<file path="config.mk">
export PLATFORM = sky130hd
export DESIGN_NAME = sram_ctrl
export DESIGN_NICKNAME = d
export VERILOG_FILES = /design/src/rtl/sram_ctrl_pkg.sv /design/src/rtl/sram_ctrl_pwrup.sv /design/src/rtl/sram_ctrl_timer.sv /design/src/rtl/sram_ctrl_rdcap.sv /design/src/rtl/sram_ctrl.sv
export SDC_FILE = /design/constraint.sdc
export NUM_CORES = 1
export LEC_CHECK = 0
export BUFFER_PORTS_ARGS = -buffer_cell sky130_fd_sc_hd__buf_4
export CAP_MARGIN = 20
export CORE_MARGIN = 4
export CORE_UTILIZATION = 50
export CTS_BUF_LIST = sky130_fd_sc_hd__clkbuf_8
export DETAILED_ROUTE_END_ITERATION = 12
export PLACE_DENSITY = 0.83
export SYNTH_ARGS = -nofsm -noshare
export SYNTH_HDL_FRONTEND = slang
export SYNTH_SLANG_ARGS = --single-unit
</file>
<file path="constraint.sdc">
create_clock -name clk -period 2.3 [get_ports clk]
set_input_delay 0.115 -clock clk [delete_from_list [all_inputs] [get_ports clk]]
set_output_delay 0.115 -clock clk [all_outputs]
set_load 0.02 [all_outputs]
</file>
<file path="src/rtl/sram_ctrl_pkg.sv">
package sram_ctrl_pkg;

    typedef enum logic [2:0] {
        S_BOOT,
        S_IDLE,
        S_TURN,
        S_WSET,
        S_WPULSE,
        S_WEND,
        S_RSTB,
        S_RCAP
    } ctl_state_t;

    // nanoseconds to clock cycles, rounded up, never below one
    function automatic int unsigned ns_to_cyc(input int unsigned ns, input int unsigned clk_ns);
        int unsigned c;
        c = (ns + clk_ns - 1) / clk_ns;
        return (c == 0) ? 1 : c;
    endfunction

    function automatic int unsigned max2(input int unsigned a, input int unsigned b);
        return (a > b) ? a : b;
    endfunction

endpackage

</file>
<file path="src/rtl/sram_ctrl_pwrup.sv">
module sram_ctrl_pwrup #(
    parameter int unsigned WAIT_CYC = 10000
) (
    input  logic clk,
    input  logic rst_n,
    output logic done
);
    localparam int CW = $clog2(WAIT_CYC + 1);

    logic [CW-1:0] cnt;

    always_ff @(posedge clk or negedge rst_n) begin
        if (!rst_n) begin
            cnt <= '0;
        end else if (cnt != CW'(WAIT_CYC)) begin
            cnt <= cnt + 1'b1;
        end
    end

    assign done = (cnt == CW'(WAIT_CYC));

    // once the wait is over it never restarts without reset
    p_done_sticky_r1: assert property (@(posedge clk) disable iff (!rst_n)
        done |=> done);

endmodule

</file>
<file path="src/rtl/sram_ctrl_timer.sv">
module sram_ctrl_timer #(
    parameter int unsigned LOAD_W = 2
) (
    input  logic              clk,
    input  logic              rst_n,
    input  logic              load,
    input  logic [LOAD_W-1:0] load_val,
    output logic              zero
);
    logic [LOAD_W-1:0] cnt;

    always_ff @(posedge clk or negedge rst_n) begin
        if (!rst_n) begin
            cnt <= '0;
        end else if (load) begin
            cnt <= load_val;
        end else if (cnt != '0) begin
            cnt <= cnt - 1'b1;
        end
    end

    assign zero = (cnt == '0);

    // an expired phase count stays expired until reloaded
    p_zero_holds_r2: assert property (@(posedge clk) disable iff (!rst_n)
        (zero && !load) |=> zero);

endmodule

</file>
<file path="src/rtl/sram_ctrl_rdcap.sv">
module sram_ctrl_rdcap #(
    parameter int unsigned DW = 8
) (
    input  logic          clk,
    input  logic          rst_n,
    input  logic          capture,
    input  logic [DW-1:0] din,
    output logic [DW-1:0] rdata,
    output logic          rvalid
);
    always_ff @(posedge clk or negedge rst_n) begin
        if (!rst_n) begin
            rdata  <= '0;
            rvalid <= 1'b0;
        end else begin
            rvalid <= capture;
            if (capture) begin
                rdata <= din;
            end
        end
    end

    // response is a single-cycle pulse
    p_rsp_pulse_r5: assert property (@(posedge clk) disable iff (!rst_n)
        rvalid |=> !rvalid);

endmodule

</file>
<file path="src/rtl/sram_ctrl.sv">
module sram_ctrl
    import sram_ctrl_pkg::*;
#(
    parameter int unsigned CLK_NS     = 10,
    parameter int unsigned AW         = 19,
    parameter int unsigned DW         = 8,
    parameter int unsigned T_PWRUP_NS = 100000,
    parameter int unsigned T_AA_NS    = 10,
    parameter int unsigned T_PWE_NS   = 7,
    parameter int unsigned T_SD_NS    = 6,
    parameter int unsigned T_AW_NS    = 7,
    parameter int unsigned T_WC_NS    = 10,
    parameter int unsigned T_HZOE_NS  = 5
) (
    input  logic          clk,
    input  logic          rst_n,
    input  logic          req_valid,
    output logic          req_ready,
    input  logic          req_write,
    input  logic [AW-1:0] req_addr,
    input  logic [DW-1:0] req_wdata,
    output logic          rsp_valid,
    output logic [DW-1:0] rsp_rdata,
    output logic          mem_ce_n,
    output logic          mem_oe_n,
    output logic          mem_we_n,
    output logic [AW-1:0] mem_addr,
    output logic [DW-1:0] mem_dq_out,
    output logic          mem_dq_oe,
    input  logic [DW-1:0] mem_dq_in
);
    localparam int unsigned RD_CYC    = ns_to_cyc(T_AA_NS, CLK_NS);
    localparam int unsigned WC_CYC    = ns_to_cyc(T_WC_NS, CLK_NS);
    localparam int unsigned WC_PULSE  = (WC_CYC > 3) ? WC_CYC - 2 : 1;
    localparam int unsigned WR_CYC    = max2(max2(ns_to_cyc(T_PWE_NS, CLK_NS), ns_to_cyc(T_SD_NS, CLK_NS)),
                                             max2(ns_to_cyc(T_AW_NS, CLK_NS), WC_PULSE));
    localparam int unsigned TA_CYC    = ns_to_cyc(T_HZOE_NS, CLK_NS);
    localparam int unsigned PWRUP_CYC = ns_to_cyc(T_PWRUP_NS, CLK_NS);
    localparam int unsigned TMR_MAX   = max2(max2(RD_CYC, WR_CYC), TA_CYC);
    localparam int          TW        = (TMR_MAX > 1) ? $clog2(TMR_MAX) : 1;
    localparam int          RUN_W     = $clog2(WR_CYC + 1);
    localparam logic [TW-1:0] RD_LD   = TW'(RD_CYC - 1);
    localparam logic [TW-1:0] WR_LD   = TW'(WR_CYC - 1);
    localparam logic [TW-1:0] TA_LD   = TW'(TA_CYC - 1);

    ctl_state_t    state, nxt;
    logic          pwr_done;
    logic          tmr_load, tmr_zero;
    logic [TW-1:0] tmr_val;
    logic          op_wr, prev_vld, prev_wr;
    logic [AW-1:0] op_addr;
    logic [DW-1:0] op_wdata;
    logic          accept, turn_needed;

    sram_ctrl_pwrup #(.WAIT_CYC(PWRUP_CYC)) pwrup_i (
        .clk  (clk),
        .rst_n(rst_n),
        .done (pwr_done)
    );

    sram_ctrl_timer #(.LOAD_W(TW)) timer_i (
        .clk     (clk),
        .rst_n   (rst_n),
        .load    (tmr_load),
        .load_val(tmr_val),
        .zero    (tmr_zero)
    );

    sram_ctrl_rdcap #(.DW(DW)) rdcap_i (
        .clk    (clk),
        .rst_n  (rst_n),
        .capture(state == S_RCAP),
        .din    (mem_dq_in),
        .rdata  (rsp_rdata),
        .rvalid (rsp_valid)
    );

    assign accept      = req_valid && req_ready;
    assign turn_needed = prev_vld && (prev_wr != req_write);

    // state register
    always_ff @(posedge clk or negedge rst_n) begin
        if (!rst_n) begin
            state <= S_BOOT;
        end else begin
            state <= nxt;
        end
    end

    // next state
    always_comb begin
        nxt = state;
        unique case (state)
            S_BOOT:   if (pwr_done) nxt = S_IDLE;
            S_IDLE:   if (req_valid) begin
                          if (turn_needed)    nxt = S_TURN;
                          else if (req_write) nxt = S_WSET;
                          else                nxt = S_RSTB;
                      end
            S_TURN:   if (tmr_zero) nxt = op_wr ? S_WSET : S_RSTB;
            S_WSET:   nxt = S_WPULSE;
            S_WPULSE: if (tmr_zero) nxt = S_WEND;
            S_WEND:   nxt = S_IDLE;
            S_RSTB:   if (tmr_zero) nxt = S_RCAP;
            S_RCAP:   nxt = S_IDLE;
            default:  nxt = S_BOOT;
        endcase
    end

    // phase counter load on entry to a timed state
    always_comb begin
        tmr_load = 1'b0;
        tmr_val  = '0;
        if (nxt != state) begin
            unique case (nxt)
                S_TURN:   begin tmr_load = 1'b1; tmr_val = TA_LD; end
                S_WPULSE: begin tmr_load = 1'b1; tmr_val = WR_LD; end
                S_RSTB:   begin tmr_load = 1'b1; tmr_val = RD_LD; end
                default:  ;
            endcase
        end
    end

    // request latch and direction history
    always_ff @(posedge clk or negedge rst_n) begin
        if (!rst_n) begin
            op_wr    <= 1'b0;
            op_addr  <= '0;
            op_wdata <= '0;
            prev_vld <= 1'b0;
            prev_wr  <= 1'b0;
        end else if (accept) begin
            op_wr    <= req_write;
            op_addr  <= req_addr;
            op_wdata <= req_wdata;
            prev_vld <= 1'b1;
            prev_wr  <= req_write;
        end
    end

    assign mem_addr   = op_addr;
    assign mem_dq_out = op_wdata;

    // registered outputs, decoded from the state being entered
    always_ff @(posedge clk or negedge rst_n) begin
        if (!rst_n) begin
            mem_ce_n  <= 1'b1;
            mem_oe_n  <= 1'b1;
            mem_we_n  <= 1'b1;
            mem_dq_oe <= 1'b0;
            req_ready <= 1'b0;
        end else begin
            mem_ce_n  <= 1'b1;
            mem_oe_n  <= 1'b1;
            mem_we_n  <= 1'b1;
            mem_dq_oe <= 1'b0;
            req_ready <= 1'b0;
            unique case (nxt)
                S_IDLE:         req_ready <= 1'b1;
                S_WSET, S_WEND: mem_ce_n  <= 1'b0;
                S_WPULSE: begin
                    mem_ce_n  <= 1'b0;
                    mem_we_n  <= 1'b0;
                    mem_dq_oe <= 1'b1;
                end
                S_RSTB, S_RCAP: begin
                    mem_ce_n <= 1'b0;
                    mem_oe_n <= 1'b0;
                end
                default: ;
            endcase
        end
    end

    // checker state: length of the current write-enable low run
    logic [RUN_W-1:0] we_run;
    always_ff @(posedge clk or negedge rst_n) begin
        if (!rst_n) begin
            we_run <= '0;
        end else if (!mem_we_n) begin
            we_run <= we_run + 1'b1;
        end else begin
            we_run <= '0;
        end
    end

    p_boot_quiet_r1: assert property (@(posedge clk) disable iff (!rst_n)
        !pwr_done |-> (mem_ce_n && mem_we_n && !mem_dq_oe && !req_ready));

    p_we_width_r2: assert property (@(posedge clk) disable iff (!rst_n)
        $rose(mem_we_n) |-> (we_run == RUN_W'(WR_CYC)));

    p_write_ce_r2: assert property (@(posedge clk) disable iff (!rst_n)
        !mem_we_n |-> !mem_ce_n);

    p_oe_off_write_r3: assert property (@(posedge clk) disable iff (!rst_n)
        !mem_we_n |-> (mem_oe_n && mem_dq_oe));

    p_data_stable_r4: assert property (@(posedge clk) disable iff (!rst_n)
        !mem_we_n |-> $stable(mem_dq_out));

    p_release_r4: assert property (@(posedge clk) disable iff (!rst_n)
        $rose(mem_we_n) |-> !mem_dq_oe);

    p_read_strobe_r5: assert property (@(posedge clk) disable iff (!rst_n)
        !mem_oe_n |-> (!mem_ce_n && mem_we_n));

    p_ready_busy_r6: assert property (@(posedge clk) disable iff (!rst_n)
        accept |=> !req_ready);

    p_no_drive_oe_r8: assert property (@(posedge clk) disable iff (!rst_n)
        mem_dq_oe |-> (mem_oe_n && $past(mem_oe_n)));

    p_addr_hold_r10: assert property (@(posedge clk) disable iff (!rst_n)
        (!mem_ce_n && !req_ready && $past(!mem_ce_n)) |-> $stable(mem_addr));

endmodule

</file>
# [Word-level counts from Yosys, hierarchy flattened]
# Cells that the tools add are included.
[totals] reg_bits=61 input_bits=39 output_inout_bits=41 wordCells=59
[op_classes] addsub=2 n_eq_ne=18 n_mux=18 reduce_logical=7
[op_table] cell="3-bit == test (second input constant)" count=8
[op_table] cell="3-bit two-way mux" count=8
[op_table] cell="3-bit one-hot mux with 7 select lines" count=1
[op_table] cell="14-bit by 1-bit adder with 14-bit output (second input constant)" count=1
[op_table] cell="14-bit == test (second input constant)" count=1
[op_table] cell="14-bit inequality test (second input constant)" count=1
[op_table] cell="3-bit by 2-bit == test with 1-bit output (second input constant)" count=4
[op_table] cell="1-bit two-way mux" count=9
[op_table] cell="3-bit by 1-bit == test with 1-bit output (second input constant)" count=2
[op_table] cell="5-bit OR reduction" count=1
[op_table] cell="2-bit OR reduction" count=2
[op_table] cell="3-bit logical NOT" count=1
[op_table] cell="3-bit inequality test" count=1
[op_table] cell="3-bit OR reduction" count=1
[op_table] cell="1-bit logical AND" count=2
[op_table] cell="1-bit inequality test" count=1
[op_table] cell="1-bit subtractor (second input constant)" count=1

# [Logic depth before layout (Yosys ltp)]
# Gate-level depths: netlist (run 1).
[logic_depth] ltp_word=10 mapped_depth=6 depth_no_buf=6

# [Cells and area by module]
# A second synthesis (run 1) with hierarchy kept.
[unflattened] hier_cells=179 area_unflattened_um2=2548.7
[by_module_without_submodules] mod="sram_ctrl" instances=1 cells_per_inst=97 area_each_um2=1478.9 seq_area_each_um2=929.6
[by_module_without_submodules] mod="sram_ctrl_pwrup" instances=1 cells_per_inst=61 area_each_um2=678.2 seq_area_each_um2=350.3
[by_module_without_submodules] mod="sram_ctrl_rdcap" instances=1 cells_per_inst=18 area_each_um2=356.6 seq_area_each_um2=225.2
[by_module_without_submodules] mod="sram_ctrl_timer" instances=1 cells_per_inst=3 area_each_um2=35.0 seq_area_each_um2=25.0

# [Worst setup path before layout (run 1)]
# OpenSTA, ideal clock, no wires.
[synth_timing] kind="reg-to-reg" start="reg req_ready" end="reg op_addr[12], in the netlist mem_addr[12]" arrival_time_ns=1.300 slack_ns=0.875 path_stages_with_launch=5 path_buffers=2 cell_sequence="dfrtp_1 -> nand2_1 -> buf_2 -> buf_2 -> mux2_2"
[synth_between] elab_chain_len=1
[synth_rtl] item="from (decl)" line="sram_ctrl.sv:18" rtl="output logic req_ready,"
[synth_rtl] item="from (signal assigned)" line="sram_ctrl.sv:151" rtl="req_ready <= 1'b0;"
[synth_rtl] item="from (signal assigned)" line="sram_ctrl.sv:157" rtl="req_ready <= 1'b0;"
[synth_rtl] item="from (signal assigned)" line="sram_ctrl.sv:159" rtl="S_IDLE: req_ready <= 1'b1;"
[synth_rtl] item="1-bit logical AND" line="sram_ctrl.sv:78" rtl="assign accept = req_valid && req_ready;"
[synth_rtl] item="to (signal assigned)" line="sram_ctrl.sv:134" rtl="op_addr <= req_addr;"
[synth_rtl] item="to (decl)" line="sram_ctrl.sv:51" rtl="logic [AW-1:0] op_addr;"
# No other way between the ends.
# A chain may end at the register's enable or synchronous reset.

# [Worst setup path in the final report (run 1)]
# Ends and elaborated chain as after synthesis.

==> results of run 1 <==
-- registers in the layout (all words and copies together), names as in the netlist, 3 cells and up --
register,flops
state,3
mem_addr,19
rdcap_i.rdata,8
pwrup_i.cnt,14
mem_dq_out,8
-- worst max-delay path, cell delays in order (launching register included) --
cell,delay (ps)
dfrtp_1,380
nand2_1,340
buf_4,350
mux2_2,370
-- cells by family (layout without fill, tap and decap cells) --
logic type	after synthesis	count (layout)
and+or+nand+nor	38	38
adders and majority gates	2	2
AOI/OAI and AO/OA	10	10
muxes	37	37
xor gates and xnor gates	12	12
buffers and inverters	12	103
DFF	60	60
-- routing by layer --
layer / routed length [um] / share of wire, % / global-route usage [%] / vias to the layer above
met5: 0 / 0 / 0 / -
met4: 50 / 1.1 / 6.94 / 0
met3: 295 / 6.4 / 4.92 / 7
met2: 2380 / 52 / 28.3 / 50
met1: 1870 / 41 / 20.7 / 760
li1: - / - / - / 766
-- through the flow --
stage          area, um^2  power (mW)  std cells
2_1_floorplan        2400        2.65        171
3_3_place_gp         3030        3.34        297
3_5_place_dp         3030        3.40        297
4_1_cts              3200        4.16        314
5_1_grt              3200        4.36        314
6_report             3200        4.10        314
-- layout make-up --
type | count | area (um^2) | area share (%)
flip-flops and latches | 60 | 1510 | 47.0
clock inverters | 7 | 36.3 | 1.13
repair buffers | 81 | 611 | 19.1
multi-input cells | 99 | 840 | 26.2
inverters | 6 | 22.5 | 0.703
clock buffers | 9 | 124 | 3.87
well taps | 52 | 65.1 | 2.03
-- final timing paths --
path | from | to | slack (ps)
max in group asynchronous | rst_n | mem_addr[17] | 1410
min in group asynchronous | rst_n | rdcap_i.rdata[3] | 400
max | req_ready | mem_addr[12] | 750
min | req_addr[16] | mem_addr[16] | 20
max reg2reg | req_ready | mem_addr[12] | 750
min reg2reg | pwrup_i.cnt[10] | pwrup_i.cnt[10] | 480
-- report_power, final --
part           total [mW]  internal (mW)  switching [mW]
clock network       0.750          0.376           0.374
logic                1.68          0.838           0.840
registers            1.67           1.45           0.217
total                4.10           2.67            1.43
-- what timing repair did --
| action | CTS | global route |
|---|---|---|
| hold buffers | 1 | 0 |
| hold endpoints to repair | 57 | 0 |
| gates resized for setup | 0 | 0 |
-- cells in the final DEF, fill, tap and decap left out --
master	count
a211oi_1	1
a21oi_1	3
a2bb2oi_2	1
and2_1	1
and2b_1	1
and3_1	2
and3b_1	1
and4_1	2
buf_4	80
clkbuf_8	9
clkinv_2	5
clkinvlp_4	1
dfrtp_1	57
dfstp_2	3
dlygate4sd3_1	1
ha_1	2
inv_1	7
mux2_2	36
mux2i_1	1
nand2_1	11
nand2b_1	1
nand3_1	5
nand4_1	3
nand4b_2	1
nor2_1	3
nor2b_1	2
nor3_1	2
nor4_1	1
nor4_2	1
nor4b_2	1
o21ai_0	3
o21bai_1	1
o31ai_1	1
xnor2_1	10
xor2_1	2
==> results by group, run 1 <==
Routing
  – WL/cell: 14.6 um
  – Post-DR vias/cell: 5.04
  – Vias: 1,583
  – Iter 0 DRT Violations: 98
  – DRC violations left: 0
  – ANT nets after route: 0
  – Routed wire length: 4590 um
  – DR pass1 iterations: 4

Floorplan
  – Die Y: 77.2 um
  – Core area: 4500 um^2
  – Site Rows: 24
  – Initial Util: 53.2%
  – Die Span X: 77.2 um
  – Die area: 5970 um^2
  – Ports: 80

Global routing
  – Total global-route track usage: 17.0%
  – Vias in the first global route: 1,678
  – Largest net degree at the start of global routing: 61
  – Gr ovfl total: 0
  – First-pass GRT wire length: 7870 um
  – Initial antenna violation count: 0

Final layout
  – Final Util: 71.1%
  – Filler cells: 323
  – Layout cells sized above 1: 52.7%
  – Net count reported at finish: 298
  – Area growth from synthesis to layout: 33.6%
  – # diodes: 0

Synthesis
  – Mux cell area share after synthesis: 17.3%
  – Share of the synthesized area in the top cell type: 59.5%
  – Syn nets: 212
  – Mapped Cells: 171
  – Netlist cell types: 31
  – Largest family of logic cells by synthesized area: multiplexers
  – Ys Warns: 0
  – Synth Area in XOR/XNOR: 4.38%
  – Number of synthesized flops with an enable pin: 0
  – Most common cell in the synthesized netlist: dfrtp_1
  – Compound-Gate Fraction of Synth Area: 2.82%
  – Area leader, netlist: dfrtp_1
  – Post-synthesis register bit count: 60
  – Share of flip-flops with an asynchronous set or reset: 100%
  – Post-Synth Simple-Gate Area: 9.45%
  – Syn Area/Cell: 14.0 um^2
  – Synth top cells by count: dfrtp_1, mux2_2, nand2_1, xnor2_1
  – Syn Std Cell Area: 2400 um^2
  – Synth Flop Type: dfrtp_1
  – Register area share after synthesis: 62.8%
  – Synth Area in Adders: 1.04%
  – Synth top area cells: dfrtp_1, mux2_2, xnor2_1

Timing
  – Hold Vio Cnt, Final: 0
  – Clock skew: 7.68 ps
  – Fmax: 0.646 GHz
  – Worst hold slack: 17.9 ps
  – Setup violators final: 0
  – Final min period: 1550 ps
  – Relative slew slack: 52.1%
  – RSZ-0062 raised after global routing: no
  – Worst-Margin Slew: 719 ps
  – Final worst setup slack: 752 ps
  – Final period util: 67.3%
  – Final Max Tran Viols: 0
  – Setup TNS: 0 ps

Placement
  – RePlAce Congestion: 0.808
  – HPWL after DPL: 3380 um
  – IO buf count: 79
  – Pre-CTS setup slack: 736 ps

Critical path
  – CP Max Fanout: 19
  – CP endpoint kind: register
  – Startpoint Class: register
  – Crit path kind: register to register
  – Critical Path RT: 2510 ps
  – R2R cell count: 3
  – Crit path arrival time: 1750 ps

Worst hold path
  – Worst Hold Class: primary input to register
  – Hold path cells: 2

Job
  – Max-cap violations: 0

Outcome
  – Status: complete, no violations

Clock tree
  – Root Driver: clkbuf_8
  – CTS Buffer Depth: 2
  – Later-pin clock latency in the skew report: 320 ps
  – CTS Buf Count: 9
  – Sink Count: 60
  – Clk slew on worst S/H paths: 70 ps
  – H-tree Lvls: 3
  – Post-CTS Setup Bufs: 0
  – CTS tree: yes

Power
  – Pleak: 1.55 nW
  – Peak supply drop: 559 uV
  – PwrDens: 1280 nW/um^2
No activity file was read; power rests on OpenSTA's default activity.
==> run 2: changes to the inputs <==
Settings changed: CORE_UTILIZATION 50 to 47, PLACE_DENSITY 0.83 to 0.82.
Clock period 2.3 ns to 1.4 ns, I/O delays scaled along.
==> results by group, run 2 (same netlist as run 1, synthesis figures left out) <==
Timing
  – Relative slew slack: 71.4% (+19 points)
  – Worst-Margin Slew: 425 ps (-294 ps)
  – Final period util: 94.1% (+27 points)
  – Setup violators final: 0 (unchanged)
  – Final min period: 1320 ps (-231 ps)
  – RSZ-0062 raised after global routing: yes
  – Fmax: 0.759 GHz (+18%)
  – Hold Vio Cnt, Final: 0 (unchanged)
  – Clock skew: 12.6 ps (+4.96 ps)
  – Final worst setup slack: 83.0 ps (-669 ps)
  – Final Max Tran Viols: 0 (unchanged)
  – Setup TNS: 0 ps (unchanged)

Power
  – Pleak: 1.80 nW (+16%)
  – Peak supply drop: 1160 uV (+110%)
  – PwrDens: 1940 nW/um^2 (+52%)
  – Total Power: 7.25 mW (+77%)

Floorplan
  – Site Rows: 25 (+4.2%)
  – Die Span X: 79.4 um (+2.8%)
  – Die Y: 79.4 um (+2.8%)
  – Core area: 4820 um^2 (+6.9%)
  – Ports: 80 (unchanged)
  – Initial Util: 49.8% (-3.5 points)
  – Die area: 6310 um^2 (+5.7%)

Job
  – Max-cap violations: 0 (unchanged)

Critical path
  – Crit path arrival time: 1590 ps (-160 ps)
  – Critical-path cell list: nor4b_4, nand4b_4, a2bb2oi_2, and2b_1
  – Crit path kind: register to register
  – Crit path max-delay family: simple AND/OR/NAND/NOR gates
  – CP Max Fanout: 5 (-14)
  – Largest stage delay on the critical path: 430 ps (+50 ps)
  – CP max stage cell: dfrtp_1
  – Critical Path RT: 1670 ps (-840 ps)
  – Startpoint Class: register
  – CP Buf/Inv Count: 0 (-1)
  – CP endpoint kind: register

Routing
  – WL/cell: 15.8 um (+7.8%)
  – Routed wire length: 5950 um (+29%)
  – Iter 0 DRT Violations: 78 (-20%)
  – ANT nets after route: 0 (unchanged)
  – Post-DR vias/cell: 4.85 (-3.8%)
  – DR pass1 iterations: 4 (unchanged)
  – Vias: 1,828 (+15%)
  – DRC violations left: 0 (unchanged)

Final layout
  – Layout cells sized above 1: 48.4% (-4.3 points)
  – Layout Cells excl Fill: 377 (+20%)
  – Most common cell after layout, fill and taps aside: buf_4
  – Net count reported at finish: 346 (+16%)
  – FF/Latch Area: 1510 um^2 (unchanged)
  – Area of the multi-input gates: 858 um^2 (+2.2%)
  – Area growth from synthesis to layout: 56.0%
  – Filler cells: 303 (-6.2%)
  – Most frequent cells in the layout: buf_4, dfrtp_1, dlygate4sd3_1, mux2_2, clkbuf_8
  – # diodes: 0 (unchanged)
  – Max reg flops: 19 (unchanged)

Clock tree
  – Sink Count: 60 (unchanged)
  – CTS Buf Count: 9 (unchanged)
  – Root Driver: clkbuf_8
  – Clk slew on worst S/H paths: 60 ps (about the same)
  – CTS Buffer Depth: 2 (unchanged)
  – Later-pin clock latency in the skew report: 340 ps (+20 ps)
  – CTS tree: yes
  – H-tree Lvls: 3 (unchanged)

Global routing
  – Vias in the first global route: 1,912 (+14%)
  – First-pass GRT wire length: 9450 um (+20%)
  – Total global-route track usage: 20.3% (+3.3 points)
  – Largest net degree at the start of global routing: 61 (unchanged)
  – Gr ovfl total: 0 (unchanged)
  – Initial antenna violation count: 0 (unchanged)

Placement
  – RePlAce Congestion: 0.822 (+1.8%)
  – HPWL after DPL: 3450 um (+2.0%)
  – Placed cell count: 323 (+8.8%)
  – IO buf count: 79 (unchanged)
  – Pre-CTS setup slack: 20.7 ps (-716 ps)

Worst hold path
  – Worst Hold Class: primary input to register

Outcome
  – Status: complete, no violations
[run 2: worst paths after layout]
| path | startpoint | to | slack (ps) | cells after the start |
|---|---|---|---|---|
| setup / recovery | pwrup_i.cnt[12] | req_ready | 80 | 4 |
| hold / removal | req_valid | state[1] | 90 | 3 |
| min in group asynchronous | rst_n | mem_dq_out[6] | 250 | 3 |
| max in group asynchronous | rst_n | mem_oe_n | 840 | 3 |
| hold reg to reg | pwrup_i.cnt[10] | pwrup_i.cnt[10] | 470 | 1 |
| setup reg to reg | pwrup_i.cnt[12] | req_ready | 80 | 4 |
[run 2: cell type report]
cell class                 instances  area share [%]
clock buffer                      12            4.42
clock inverter                     4           0.469
inverter                           6           0.602
multi-input combinational         99            23.0
sequential                        60            40.3
tap                               67            2.24
timing repair buffer             129            29.0
[run 2: what timing repair did]
| item | CTS | global route |
|---|---|---|
| hold buffers | 37 | 0 |
| setup endpoints to repair | 0 | 3 |
| gates resized for setup | 0 | 3 |
| hold endpoints to repair | 95 | 0 |
| buffers inserted | 0 | 1 |
[run 2: per-stage QoR]
stage	util, %	cell area [um^2]	hold WS, ps
after CTS	77.1	3710	79.6
after global routing	77.6	3740	88.4
after floorplan	-	2400	-226
final	77.6	3740	88.6
after global placement	65.6	3160	82.0
after detailed placement	65.6	3160	79.9
[run 2: worst reg2reg max path: stages, from the launching register on]
cell,delay (ps)
dfrtp_1,430
nor4b_4,340
nand4b_4,160
a2bb2oi_2,190
and2b_1,130
[run 2: where the power goes]
part | internal [mW] | switching, mW
Sequential | 2.39 | 0.410
Combinational | 1.53 | 1.50
Clock | 0.769 | 0.655
Total | 4.69 | 2.56
[run 2: routing by layer]
| metal | routed length [um] | GRT usage, % |
|---|---|---|
| met5 | 0 | 0 |
| met2 | 2880 | 33.1 |
| met4 | 160 | 11.3 |
| met1 | 2560 | 24.7 |
| met3 | 340 | 4.74 |
==> run 3: changes to the inputs <==
Settings changed: CTS_CLUSTER_DIAMETER set to 60, HOLD_SLACK_MARGIN set to 0.15.
==> results by group, run 3 (same netlist as run 1, synthesis figures left out) <==
Outcome
  – Status: complete, no violations

Critical path
  – Crit path kind: primary input to register
  – Startpoint Class: primary input
  – Critical Path RT: 1670 ps (about the same)
  – Crit path max-delay family: buffers and inverters
  – Critical-path cell list: dlygate4sd3_1, buf_4, and3b_1, nor4_2, a2bb2oi_2, and2b_1
  – CP Max Fanout: 5 (unchanged)
  – CP Buf/Inv Count: 2 (+2)
  – CP max stage cell: dlygate4sd3_1
  – Crit path arrival time: 1600 ps (about the same)
  – Largest stage delay on the critical path: 560 ps (+130 ps)
  – CP endpoint kind: register

Placement
  – RePlAce Congestion: 0.822 (unchanged)
  – HPWL after DPL: 3450 um (unchanged)
  – Pre-CTS setup slack: 20.7 ps (unchanged)
  – IO buf count: 79 (unchanged)

Clock tree
  – Root Driver: clkbuf_8
  – CTS Buffer Depth: 2 (unchanged)
  – Later-pin clock latency in the skew report: 330 ps (about the same)
  – Sink Count: 60 (unchanged)
  – CTS tree: yes
  – H-tree Lvls: 3 (unchanged)
  – Clk slew on worst S/H paths: 70 ps (about the same)
  – CTS Buf Count: 9 (unchanged)

Routing
  – Routed wire length: 5960 um (+0.27%)
  – DR pass1 iterations: 4 (unchanged)
  – Post-DR vias/cell: 4.90 (+1.0%)
  – Vias: 1,852 (+1.3%)
  – ANT nets after route: 0 (unchanged)
  – WL/cell: 15.8 um (about the same)
  – DRC violations left: 0 (unchanged)
  – Iter 0 DRT Violations: 75 (-3.8%)

Power
  – Total Power: 7.24 mW (-0.18%)
  – Peak supply drop: 1180 uV (+1.1%)
  – Pleak: 1.80 nW (+0.18%)
  – PwrDens: 1930 nW/um^2 (-0.65%)

Timing
  – Fmax: 0.753 GHz (-0.79%)
  – Final period util: 94.8% (+0.75 points)
  – Relative slew slack: 71.6% (+0.20 points)
  – Clock skew: 6.68 ps (-5.96 ps)
  – Worst hold slack: 290 ps (+202 ps)
  – Worst-Margin Slew: 423 ps (-2.94 ps)
  – Final worst setup slack: 72.5 ps (-10.5 ps)
  – Setup TNS: 0 ps (unchanged)
  – Hold Vio Cnt, Final: 0 (unchanged)
  – Final Max Tran Viols: 0 (unchanged)
  – Setup violators final: 0 (unchanged)
  – RSZ-0062 raised after global routing: no
  – Final min period: 1330 ps (+10.5 ps)

Floorplan
  – Core area: 4820 um^2 (unchanged)
  – Die area: 6310 um^2 (unchanged)
  – Initial Util: 49.8% (unchanged)
  – Site Rows: 25 (unchanged)
  – Die Y: 79.4 um (unchanged)
  – Die Span X: 79.4 um (unchanged)
  – Ports: 80 (unchanged)

Final layout
  – Net count reported at finish: 347 (+0.29%)
  – Final Util: 78.0% (+0.36 points)
  – Most common cell after layout, fill and taps aside: buf_4
  – # diodes: 0 (unchanged)
  – Area growth from synthesis to layout: 56.7%
  – Most frequent cells in the layout: buf_4, dfrtp_1, dlygate4sd3_1, mux2_2, clkbuf_8
  – Layout cells sized above 1: 48.9% (+0.49 points)
  – Max reg flops: 19 (unchanged)

Global routing
  – Vias in the first global route: 1,931 (+0.99%)
  – Initial antenna violation count: 0 (unchanged)
  – First-pass GRT wire length: 9500 um (+0.58%)
  – Largest net degree at the start of global routing: 61 (unchanged)
  – Gr ovfl total: 0 (unchanged)
  – Total global-route track usage: 20.2% (-0.029 points)

Worst hold path
  – Worst Hold Class: primary input to async pin

Job
  – Max-cap violations: 0 (unchanged)
==> run 3: final timing paths <==
path / start / to / slack, ps / depth (start not counted)
max in group asynchronous: rst_n / mem_oe_n / 800 / 3
min reg2reg: pwrup_i.cnt[10] / pwrup_i.cnt[10] / 470 / 1
max reg2reg: pwrup_i.cnt[12] / req_ready / 90 / 4
min in group clk: pwrup_i.cnt[10] / pwrup_i.cnt[10] / 470 / 1
max: req_valid / req_ready / 70 / 6
min: rst_n / mem_dq_out[6] / 290 / 3
==> run 3: final cells by class <==
cell class | instances | area [um^2]
multi-input cells | 99 | 865
clock inverters | 4 | 17.5
well taps | 67 | 83.8
fillers | 301 | 1060
inverters | 6 | 22.5
clock buffers | 12 | 165
repair buffers | 130 | 1100
flip-flops and latches | 60 | 1510
==> run 3: metrics by stage <==
step | instance area, um^2 | instances
global placement | 3160 | 323
global route | 3760 | 378
finish | 3760 | 378
CTS | 3720 | 377
detailed placement | 3160 | 323
floorplan | 2400 | 171
==> run 3: layer usage <==
layer / routed length, um / share of wire [%] / track usage (%) / vias up
met2: 2940 / 49 / 33.3 / 76
li1: - / - / - / 865
met4: 172 / 2.9 / 10.7 / 0
met3: 376 / 6.3 / 4.97 / 18
met5: 0 / 0 / 0 / -
met1: 2480 / 42 / 24.5 / 893
==> run 3: where the power goes <==
group	internal (mW)	switching, mW	total (mW)
sequential	2.39	0.403	2.79
combinational	1.54	1.50	3.04
clock	0.769	0.638	1.41
total	4.70	2.54	7.24
==> run 3: worst reg2reg max path, cell delays in order, from the launching register on <==
cell and delay [ps]:
dfrtp_1 430, nor4b_4 340, nand4b_4 160, a2bb2oi_2 190, and2b_1 130
==> run 3: repair_timing <==
| action | 4_1_cts | 5_1_grt |
|---|---|---|
| resized for setup | 0 | 5 |
| endpoints found under the setup margin | 0 | 3 |
| hold buffers | 38 | 0 |
| hold endpoints to repair | 100 | 0 |
| buffers inserted | 0 | 1 |
